[src/rtl/pin_irq_pkg.sv]
package pin_irq_pkg;
  localparam int REG_W        = 64;
  localparam int STRIDE_BYTES = 8;
  localparam int ACK_BIT      = 0;
  localparam int SWSET_BIT    = 1;
  localparam int ENCLR_BIT    = 2;
  localparam int ENSET_BIT    = 3;
  localparam int ACT_BITS     = 4;

  // Write strobes the decoder hands to one pin's datapath slice.
  typedef struct packed {
    logic ack;
    logic swSet;
    logic enClr;
    logic enSet;
  } pinStrobe_t;
endpackage

[src/rtl/pin_irq_decode.sv]
module pin_irq_decode
  import pin_irq_pkg::*;
#(
  parameter int          NUM_PINS = 4,
  parameter int          ADDR_W   = 16,
  parameter int unsigned REG_BASE = 32'h800
) (
  input  logic                          clk,
  input  logic                          rstN,
  input  logic [ADDR_W-1:0]             regAddr,
  input  logic                          regWrEn,
  input  logic [ACT_BITS-1:0]           wrBits,
  output logic [NUM_PINS-1:0]           pinHit,
  output pinStrobe_t [NUM_PINS-1:0]     strobes
);
  localparam int STRIDE_LOG2 = $clog2(STRIDE_BYTES);
  localparam int IDX_W       = ADDR_W - STRIDE_LOG2;

  logic [ADDR_W-1:0] offset;
  logic              aboveBase;
  logic              aligned;
  logic [IDX_W-1:0]  idx;

  assign offset    = regAddr - ADDR_W'(REG_BASE);
  assign aboveBase = (regAddr >= ADDR_W'(REG_BASE));
  assign aligned   = (offset[STRIDE_LOG2-1:0] == '0);
  assign idx       = offset[ADDR_W-1:STRIDE_LOG2];

  for (genvar gi = 0; gi < NUM_PINS; gi++) begin : g_hit
    assign pinHit[gi]        = aboveBase && aligned && (idx == IDX_W'(gi));
    assign strobes[gi].ack   = regWrEn && pinHit[gi] && wrBits[ACK_BIT];
    assign strobes[gi].swSet = regWrEn && pinHit[gi] && wrBits[SWSET_BIT];
    assign strobes[gi].enClr = regWrEn && pinHit[gi] && wrBits[ENCLR_BIT];
    assign strobes[gi].enSet = regWrEn && pinHit[gi] && wrBits[ENSET_BIT];
  end

  // an address selects at most one pin word
  assert_single_hit_R2: assert property (@(posedge clk) disable iff (!rstN)
    $onehot0(pinHit));
endmodule

[src/rtl/pin_irq_datapath.sv]
module pin_irq_datapath
  import pin_irq_pkg::*;
#(
  parameter int NUM_PINS = 4
) (
  input  logic                      clk,
  input  logic                      rstN,
  input  logic [NUM_PINS-1:0]       pinLevel,
  input  logic [NUM_PINS-1:0]       pinInvert,
  input  logic [NUM_PINS-1:0]       detectEn,
  input  logic [NUM_PINS-1:0]       edgeMode,
  input  pinStrobe_t [NUM_PINS-1:0] strobes,
  input  logic [NUM_PINS-1:0]       pinHit,
  output logic [NUM_PINS-1:0]       irqReq,
  output logic [REG_W-1:0]          regRdData
);
  logic [NUM_PINS-1:0] pendVec;
  logic [NUM_PINS-1:0] enVec;

  for (genvar gi = 0; gi < NUM_PINS; gi++) begin : g_pin
    logic sigNow;
    logic sigPrev;
    logic hwSet;
    logic pend;
    logic en;

    assign sigNow = pinLevel[gi] ^ pinInvert[gi];
    assign hwSet  = detectEn[gi] && (edgeMode[gi] ? (sigNow && !sigPrev) : sigNow);

    always_ff @(posedge clk or negedge rstN) begin
      if (!rstN) begin
        sigPrev <= 1'b0;
        pend    <= 1'b0;
        en      <= 1'b0;
      end else begin
        sigPrev <= sigNow;
        if (hwSet || strobes[gi].swSet) pend <= 1'b1;
        else if (strobes[gi].ack)       pend <= 1'b0;
        if (strobes[gi].enClr)          en <= 1'b0;
        else if (strobes[gi].enSet)     en <= 1'b1;
      end
    end

    assign irqReq[gi]  = pend && en;
    assign pendVec[gi] = pend;
    assign enVec[gi]   = en;

    // high level in level mode leaves the flag pending
    assert_level_sets_R4: assert property (@(posedge clk) disable iff (!rstN)
      (detectEn[gi] && !edgeMode[gi] && sigNow) |=> pend);
    // a fresh rise in edge mode leaves the flag pending
    assert_edge_sets_R3: assert property (@(posedge clk) disable iff (!rstN)
      (detectEn[gi] && edgeMode[gi] && sigNow && !sigPrev) |=> pend);
    // acknowledge with no competing set empties the flag
    assert_ack_clears_R7: assert property (@(posedge clk) disable iff (!rstN)
      (strobes[gi].ack && !strobes[gi].swSet && !detectEn[gi]) |=> !pend);
    // a pending flag is sticky until acknowledged
    assert_pend_sticky_R10: assert property (@(posedge clk) disable iff (!rstN)
      (pend && !strobes[gi].ack) |=> pend);
    // clear of the enable always wins
    assert_en_clear_R9: assert property (@(posedge clk) disable iff (!rstN)
      strobes[gi].enClr |=> !en);
  end

  always_comb begin
    regRdData = '0;
    for (int i = 0; i < NUM_PINS; i++) begin
      if (pinHit[i]) begin
        regRdData[ACK_BIT]   = pendVec[i];
        regRdData[ENSET_BIT] = enVec[i];
      end
    end
  end
endmodule

[src/rtl/pin_irq_detect.sv]
module pin_irq_detect
  import pin_irq_pkg::*;
#(
  parameter int          NUM_PINS = 4,
  parameter int          ADDR_W   = 16,
  parameter int unsigned REG_BASE = 32'h800
) (
  input  logic                 clk,
  input  logic                 rstN,
  input  logic [ADDR_W-1:0]    regAddr,
  input  logic                 regWrEn,
  input  logic [REG_W-1:0]     regWrData,
  output logic [REG_W-1:0]     regRdData,
  input  logic [NUM_PINS-1:0]  pinLevel,
  input  logic [NUM_PINS-1:0]  pinInvert,
  input  logic [NUM_PINS-1:0]  detectEn,
  input  logic [NUM_PINS-1:0]  edgeMode,
  output logic [NUM_PINS-1:0]  irqReq
);
  pinStrobe_t [NUM_PINS-1:0] strobes;
  logic [NUM_PINS-1:0]       pinHit;
  logic                      unusedWrBits;

  assign unusedWrBits = ^regWrData[REG_W-1:ACT_BITS];

  pin_irq_decode #(
    .NUM_PINS (NUM_PINS),
    .ADDR_W   (ADDR_W),
    .REG_BASE (REG_BASE)
  ) u_decode (
    .clk     (clk),
    .rstN    (rstN),
    .regAddr (regAddr),
    .regWrEn (regWrEn),
    .wrBits  (regWrData[ACT_BITS-1:0]),
    .pinHit  (pinHit),
    .strobes (strobes)
  );

  pin_irq_datapath #(
    .NUM_PINS (NUM_PINS)
  ) u_datapath (
    .clk       (clk),
    .rstN      (rstN),
    .pinLevel  (pinLevel),
    .pinInvert (pinInvert),
    .detectEn  (detectEn),
    .edgeMode  (edgeMode),
    .strobes   (strobes),
    .pinHit    (pinHit),
    .irqReq    (irqReq),
    .regRdData (regRdData)
  );
endmodule

[config.mk]
export PLATFORM = sky130hd
export DESIGN_NAME = pin_irq_detect
export DESIGN_NICKNAME = d
export VERILOG_FILES = /design/src/rtl/pin_irq_pkg.sv /design/src/rtl/pin_irq_decode.sv /design/src/rtl/pin_irq_datapath.sv /design/src/rtl/pin_irq_detect.sv
export SDC_FILE = /design/constraint.sdc
export NUM_CORES = 1
export LEC_CHECK = 0
export CORE_MARGIN = 4
export CORE_UTILIZATION = 24
export DETAILED_ROUTE_END_ITERATION = 7
export GPL_TIMING_DRIVEN = 0
export PLACE_DENSITY = 0.8
export SLEW_MARGIN = 20
export SYNTH_ARGS = -nofsm -noshare
export SYNTH_HDL_FRONTEND = slang
export SYNTH_SLANG_ARGS = --single-unit
[constraint.sdc]
create_clock -name clk -period 4 [get_ports clk]
set_clock_uncertainty 0.1 [all_clocks]
set_input_delay 1 -clock clk [delete_from_list [all_inputs] [get_ports clk]]
set_output_delay 1 -clock clk [all_outputs]
set_load 0.03 [all_outputs]
**Word level (Yosys, flattened, before mapping)**

Cells that the tools add are included.

- Add/subtract/negate cells: 1
- Order comparisons: 1
- Eq/ne operators: 3
- Muxes and demuxes: 28
- Bitwise gates (word level): 4
- Reduce and logical (&&, ||, !) cells: 55

Operators with widths:

| kind | count |
|---|---|
| logical AND 1 bit | 37 |
| two-way mux 1 bit | 28 |
| equality test 13 x 2 -> 1 bit (second input constant) | 2 |
| greater-or-equal comparator 16 x 12 -> 1 bit (second input constant) | 1 |
| nonzero test 2 bit | 8 |
| subtractor 16 x 12 -> 16 bit (second input constant) | 1 |
| equality test 13 x 1 -> 1 bit (second input constant) | 1 |
| logical NOT 13 bit | 1 |
| logical NOT 1 bit | 4 |
| logical OR 1 bit | 4 |
| XOR 1 bit | 4 |
| logical NOT 3 bit | 1 |

- Bits in registers: 12
- Bits of input ports: 99
- Output and inout port bits: 68

**Logic depth before layout (Yosys ltp)**

- Depth in word-level cells: 8
- Depth in mapped cells: 5
- Depth with buffers taken out: 4

**Cells and area by module**

Synthesis repeated with hierarchy kept, for this count alone.

- Cell total of the unflattened synthesis: 148
- Area total of the unflattened synthesis: 1247.4 um^2

Modules (own cells, without submodules):

| module | times used | cells an instance | area an instance (um^2) | seq. area each (um^2) |
|---|---|---|---|---|
| pin_irq_datapath | 1 | 113 | 1007.2 | 300.3 |
| pin_irq_decode | 1 | 35 | 240.2 | 0.0 |

**Least setup slack after synthesis**

Ideal clock, no wire load.

- Path type: in2out
- Start: input port regAddr[5]
- End: output port regRdData[0]
- Arrival time: 2691 ps
- Data required time: 2900 ps
- Slack: 209 ps
- Stages: 3
- Buffers on the path: 0
- Path through: or4_1 -> or4b_2 -> nor2_1

- Cells in the longest elaborated chain, start to end: 7
- Elaborated cells between the ends (all ways): 15

Ends and longest elaborated chain:

| what | line | source |
|---|---|---|
| start, declared | pin_irq_detect.sv:10 | `input logic [ADDR_W-1:0] regAddr,` |
| subtractor 16 x 12 -> 16 bit / greater-or-equal comparator 16 x 12 -> 1 bit (equally long branches) | pin_irq_decode.sv:24, pin_irq_decode.sv:25 |  |
| logical NOT 13 bit / logical AND 1 bit (equally long branches) | pin_irq_decode.sv:30 | `assign pinHit[gi] = aboveBase && aligned && (idx == IDX_W'(gi));` |
| logical AND 1 bit | pin_irq_decode.sv:30 |  |
| two-way mux 1 bit (3 in series) | pin_irq_datapath.sv:68 | `if (pinHit[i]) begin` |
| two-way mux 1 bit * | pin_irq_datapath.sv:68 |  |
| end, declared | pin_irq_detect.sv:13 | `output logic [REG_W-1:0] regRdData,` |

Mark *: on every way between the ends. The rest lies on a longest branch, timed or not.

**Worst setup path after layout**

- Start: input port regAddr[14]
- End: output port regRdData[3]

The elaborated chain is that of the path after synthesis.

==> summary.md <==
The cell repeated most along the worst path was or4b_4. The clock network burns 29.2% of the power. The maximum number of pins on one net before global-route repair is 13, and the layout overhead on the synthesized area is 66.91%. The worst IR drop on VDD is 0.00009459 V, and the area share of the largest cell type after synthesis is 38.95%. The delay of the slowest critical-path stage came out at 0.57 ns.

Prior to clock tree synthesis, the placed netlist has a worst setup slack of -0.7689 ns. The overall overflow remaining after global route is 0, and the count of antenna diodes in the layout is 0. Clock tree synthesis found a total of 12 sinks. During I/O placement, the number of pins put on the boundary was 167.

The final count of hold timing violations is 0, and the sum of buffers and inverters on the critical path is 2. TritonCTS built the clock tree. The number of buffers added by the clock tree synthesis step was 3; the proportion of layout cells with a drive suffix above 1 was 30.65%. Once the clock tree was built, the setup fixing pass inserted 0 buffers.

Global routing used 9.633% of the available tracks. The detail route stage leaves a number of antenna-violating nets equal to 0. For this run, the top clock speed supported by timing is 0.2548 GHz.

The run gives 1 as the CTS H-tree depth. Of all nets on the critical path, the largest fanout is 4. Counting distinct cell types in the post-synthesis netlist gives 31. For the sequential power share, the log shows 28.5%.

The wire length reported by the detailed router is 3074 µm, and the mean instance size in the synthesized netlist is 8.535 µm². The total die area is 6172 µm², and the final-report setup violation count is 0. The logs give 4786 µm² for the core footprint and 0.23 ns for the worst-skew pair later-pin latency.

Measured against its own limit, the worst slew margin works out to 54.07%. The initial antenna violation count was 0; the pin slew with the least headroom to its limit was 0.6826 ns. The total of buffers placed on input and output ports is 43. For the number of slew-limit violations in the final report, the log shows 0. The tools report the launch point of the worst hold path as u_datapath.g_pin[0].pend$_DFFE_PN0P_. The net count reported at finish was 348; the number of placement rows was 25.

The run gives 1.016 nW as the leakage power figure. After the first detailed-routing iteration, the DRC count stood at 49. The portion of the clock cycle consumed by the worst path in the final layout is 98.11%, and the horizontal extent of the die is 78.56 µm. The clock-pin slew reported for the worst setup and hold paths after clock tree synthesis was 0.05 ns. The first-pass GRT wire length was 4864 µm.

The final estimated routing congestion in global placement was 0.7406. Ranked by total cell area, the synthesized netlist is headed by buf_4 (39%), dfrtp_1 (25%), a31oi_1 (3.1%). For the arrival time reported for the critical path endpoint, the log shows 2.82 ns. For this run, the detailed router's first-pass iteration total came to 4. The run gives 0 ns as the total negative slack. Sequential elements use 25.13% of the synthesized area. The flow ran to the end, and the final reports show no timing, DRC or antenna violations. The effective utilization at floorplan was 24.97%; the post-route DRC violation count was 0.

The worst setup path is captured at an output pin. The worst register-to-register path has a setup slack of 3.18 ns. Setup repair after global routing could not meet its margin everywhere. The register bit total from synthesis came out at 12. The clock passes through at most 2 buffers. The die height was 78.56 µm; the required time at the worst-slack endpoint was 2.90 ns. Dividing the detail-routed wire length by the instance count gives 9.759 µm. Cell type contributing the most total cell area after synthesis: buf_4. The total power density per cell area is 222.6 nW/µm², and the hold buffer count at cts is 0. The Yosys step of the flow raised 0 warnings. The depth of the worst register-to-register path came out at 2.

The final standard cell area without fillers came out at 1994 µm². Combinational group share of total power: 42.2%. The number of global-route vias before repair was 1094. Setup slack on the critical path of the routed design comes to 0.07550 ns.

The tool flagged a number of max-cap violations equal to 0. The tools report the cell at the root of the clock tree as clkbuf_8. For hold timing, the worst endpoint is u_datapath.g_pin[0].pend$_DFFE_PN0P_. The time the final worst path needs with I/O delays and setup was 3.924 ns. The worst setup path is of the in -> out kind.

The worst register-to-register path ends at u_datapath.g_pin[1].en$_DFFE_PN0P_. For this block, the via count after detailed routing is 1102. The final non-filler cell total came out at 315.

The worst setup path is launched from an input port. The internal power of the cells totals 0.2926 mW. The post-synthesis cell count came out at 140. The path class of the tightest hold or removal check is reg -> reg. The via density per instance is 3.498, and the number of filler cells placed in the layout is 473. The kind of cell adding the most delay to the critical path is simple AND/OR/NAND/NOR gates. The sum of net half-perimeters after detailed placement is 2751 µm, and the instance count after placement with tap cells included is 311. The critical path goes through clkdlybuf4s50_1 -> or4b_4 -> or4b_4 -> nor2_1 -> buf_4. After detailed placement, the total cell area comes to 1938 µm².

In this run the critical register-to-register path is launched from u_datapath.g_pin[1].en$_DFFE_PN0P_. On the critical path, the stage with the largest delay is an instance of or4b_4. Summed over all nets, the switching power comes to 0.1514 mW. Along the worst hold path, the cell count comes to 2. Net switching is 34.10% of the power. For the area of the mapped netlist, the log shows 1195 µm².
==> repair_timing <==
action                                  4_1_cts  5_1_grt
pin swaps                                     0        0
endpoints found under the setup margin        2        1
resized for setup                            15        0
==> tightest hold or removal path: stages, from the launching register on <==
cell and delay [ns]:
dfrtp_1 0.37, o31ai_2 0.07, o311ai_1 0.06
==> power by group through the flow <==
stage | Combinational [mW] | Sequential, mW | Clock, mW
2_1_floorplan | 0.139 | 0.128 | 0
3_5_place_dp | 0.184 | 0.129 | 0
4_1_cts | 0.184 | 0.127 | 0.134
6_report | 0.187 | 0.127 | 0.130
3_3_place_gp | 0.182 | 0.129 | 0
5_1_grt | 0.201 | 0.127 | 0.137
==> cells in the final DEF, fill, tap and decap left out, types with 4 or more instances in the layout <==
cell type and n:
xor2_1 4, clkbuf_8 4, nand2_1 6, nor2_1 6, nand3_1 7, and2_1 4
dfrtp_1 12, a31oi_1 6, clkdlybuf4s50_1 40, conb_1 62, a21oi_1 4, buf_4 64
==> final cells by class <==
type                    count  area, µm²  area share, %
plain buffers              64      473.0          23.71
clock buffers               4      55.05          2.760
multi-input cells         125      658.1          33.00
flip-flops and latches     12      300.3          15.06
well taps                  67      83.83          4.203
repair buffers             43      424.2          21.27
==> registers in the layout (all words and copies together) (netlist names) <==
signal                    flops
u_datapath.g_pin.en           4
u_datapath.g_pin.sigPrev      4
u_datapath.g_pin.pend         4
==> kinds of logic (layout without fill, tap and decap cells) <==
kind of cell    count (synthesis)  count (layout)  share of synthesized area [%]
mux                             2               2                          1.675
simple gates                   38              38                          19.58
flops                          12              12                          25.13
compound gates                 19              19                          10.79
other cells                     1              62                         0.3138
buf+inv                        64             111                          39.58
xor+xnor                        4               4                          2.932
==> worst max path at each step <==
stage / startpoint / endpoint / slack (ns) / depth (start not counted)
floorplan: regAddr[5] / regRdData[0] / 0.21 / 3
global placement: regAddr[11] / regRdData[3] / -0.74 / 5
detailed placement: regAddr[11] / regRdData[3] / -0.77 / 5
CTS: regAddr[14] / regRdData[0] / 0.07 / 5
global route: regAddr[14] / regRdData[0] / -0.006 / 5
finish: regAddr[14] / regRdData[3] / 0.08 / 5
==> Yosys cell counts <==
master,number
o31ai_2,1
nor2_1,6
or4_4,1
dfrtp_1,12
conb_1,1
nor2b_1,2
nand3_1,7
buf_4,62
or4_1,2
o31ai_1,1
o211ai_1,2
o311ai_1,1
a31oi_1,6
and3_1,2
nor4b_2,1
or4b_4,1
nand2_1,6
o22a_1,2
or4b_2,1
clkbuf_1,1
mux2i_1,2
nor4_1,1
buf_1,1
or2_2,1
nand4_1,1
or4bb_1,1
a21oi_1,4
xor2_1,4
o21ai_0,2
and2_1,4
or3b_2,1
==> through the flow <==
| step | hold slack [ns] | total power, mW | util [%] |
|---|---|---|---|
| after floorplan | 0.3895 | 0.2671 | - |
| after global placement | 0.4233 | 0.3113 | 40.50 |
| after detailed placement | 0.4234 | 0.3127 | 40.50 |
| after CTS | 0.4357 | 0.4447 | 41.67 |
| after global routing | 0.4843 | 0.4648 | 41.67 |
| final | 0.4374 | 0.4440 | 41.67 |
==> routing by layer <==
layer  part of all wire [%]  up-vias  track usage, %
li1                       -      573               -
met1                     33      470           9.924
met2                     58       57           19.10
met3                    9.1        2           1.835
met4                   0.39        0           3.147
met5                      0        -               0
No activity file was read; power rests on OpenSTA's default activity.
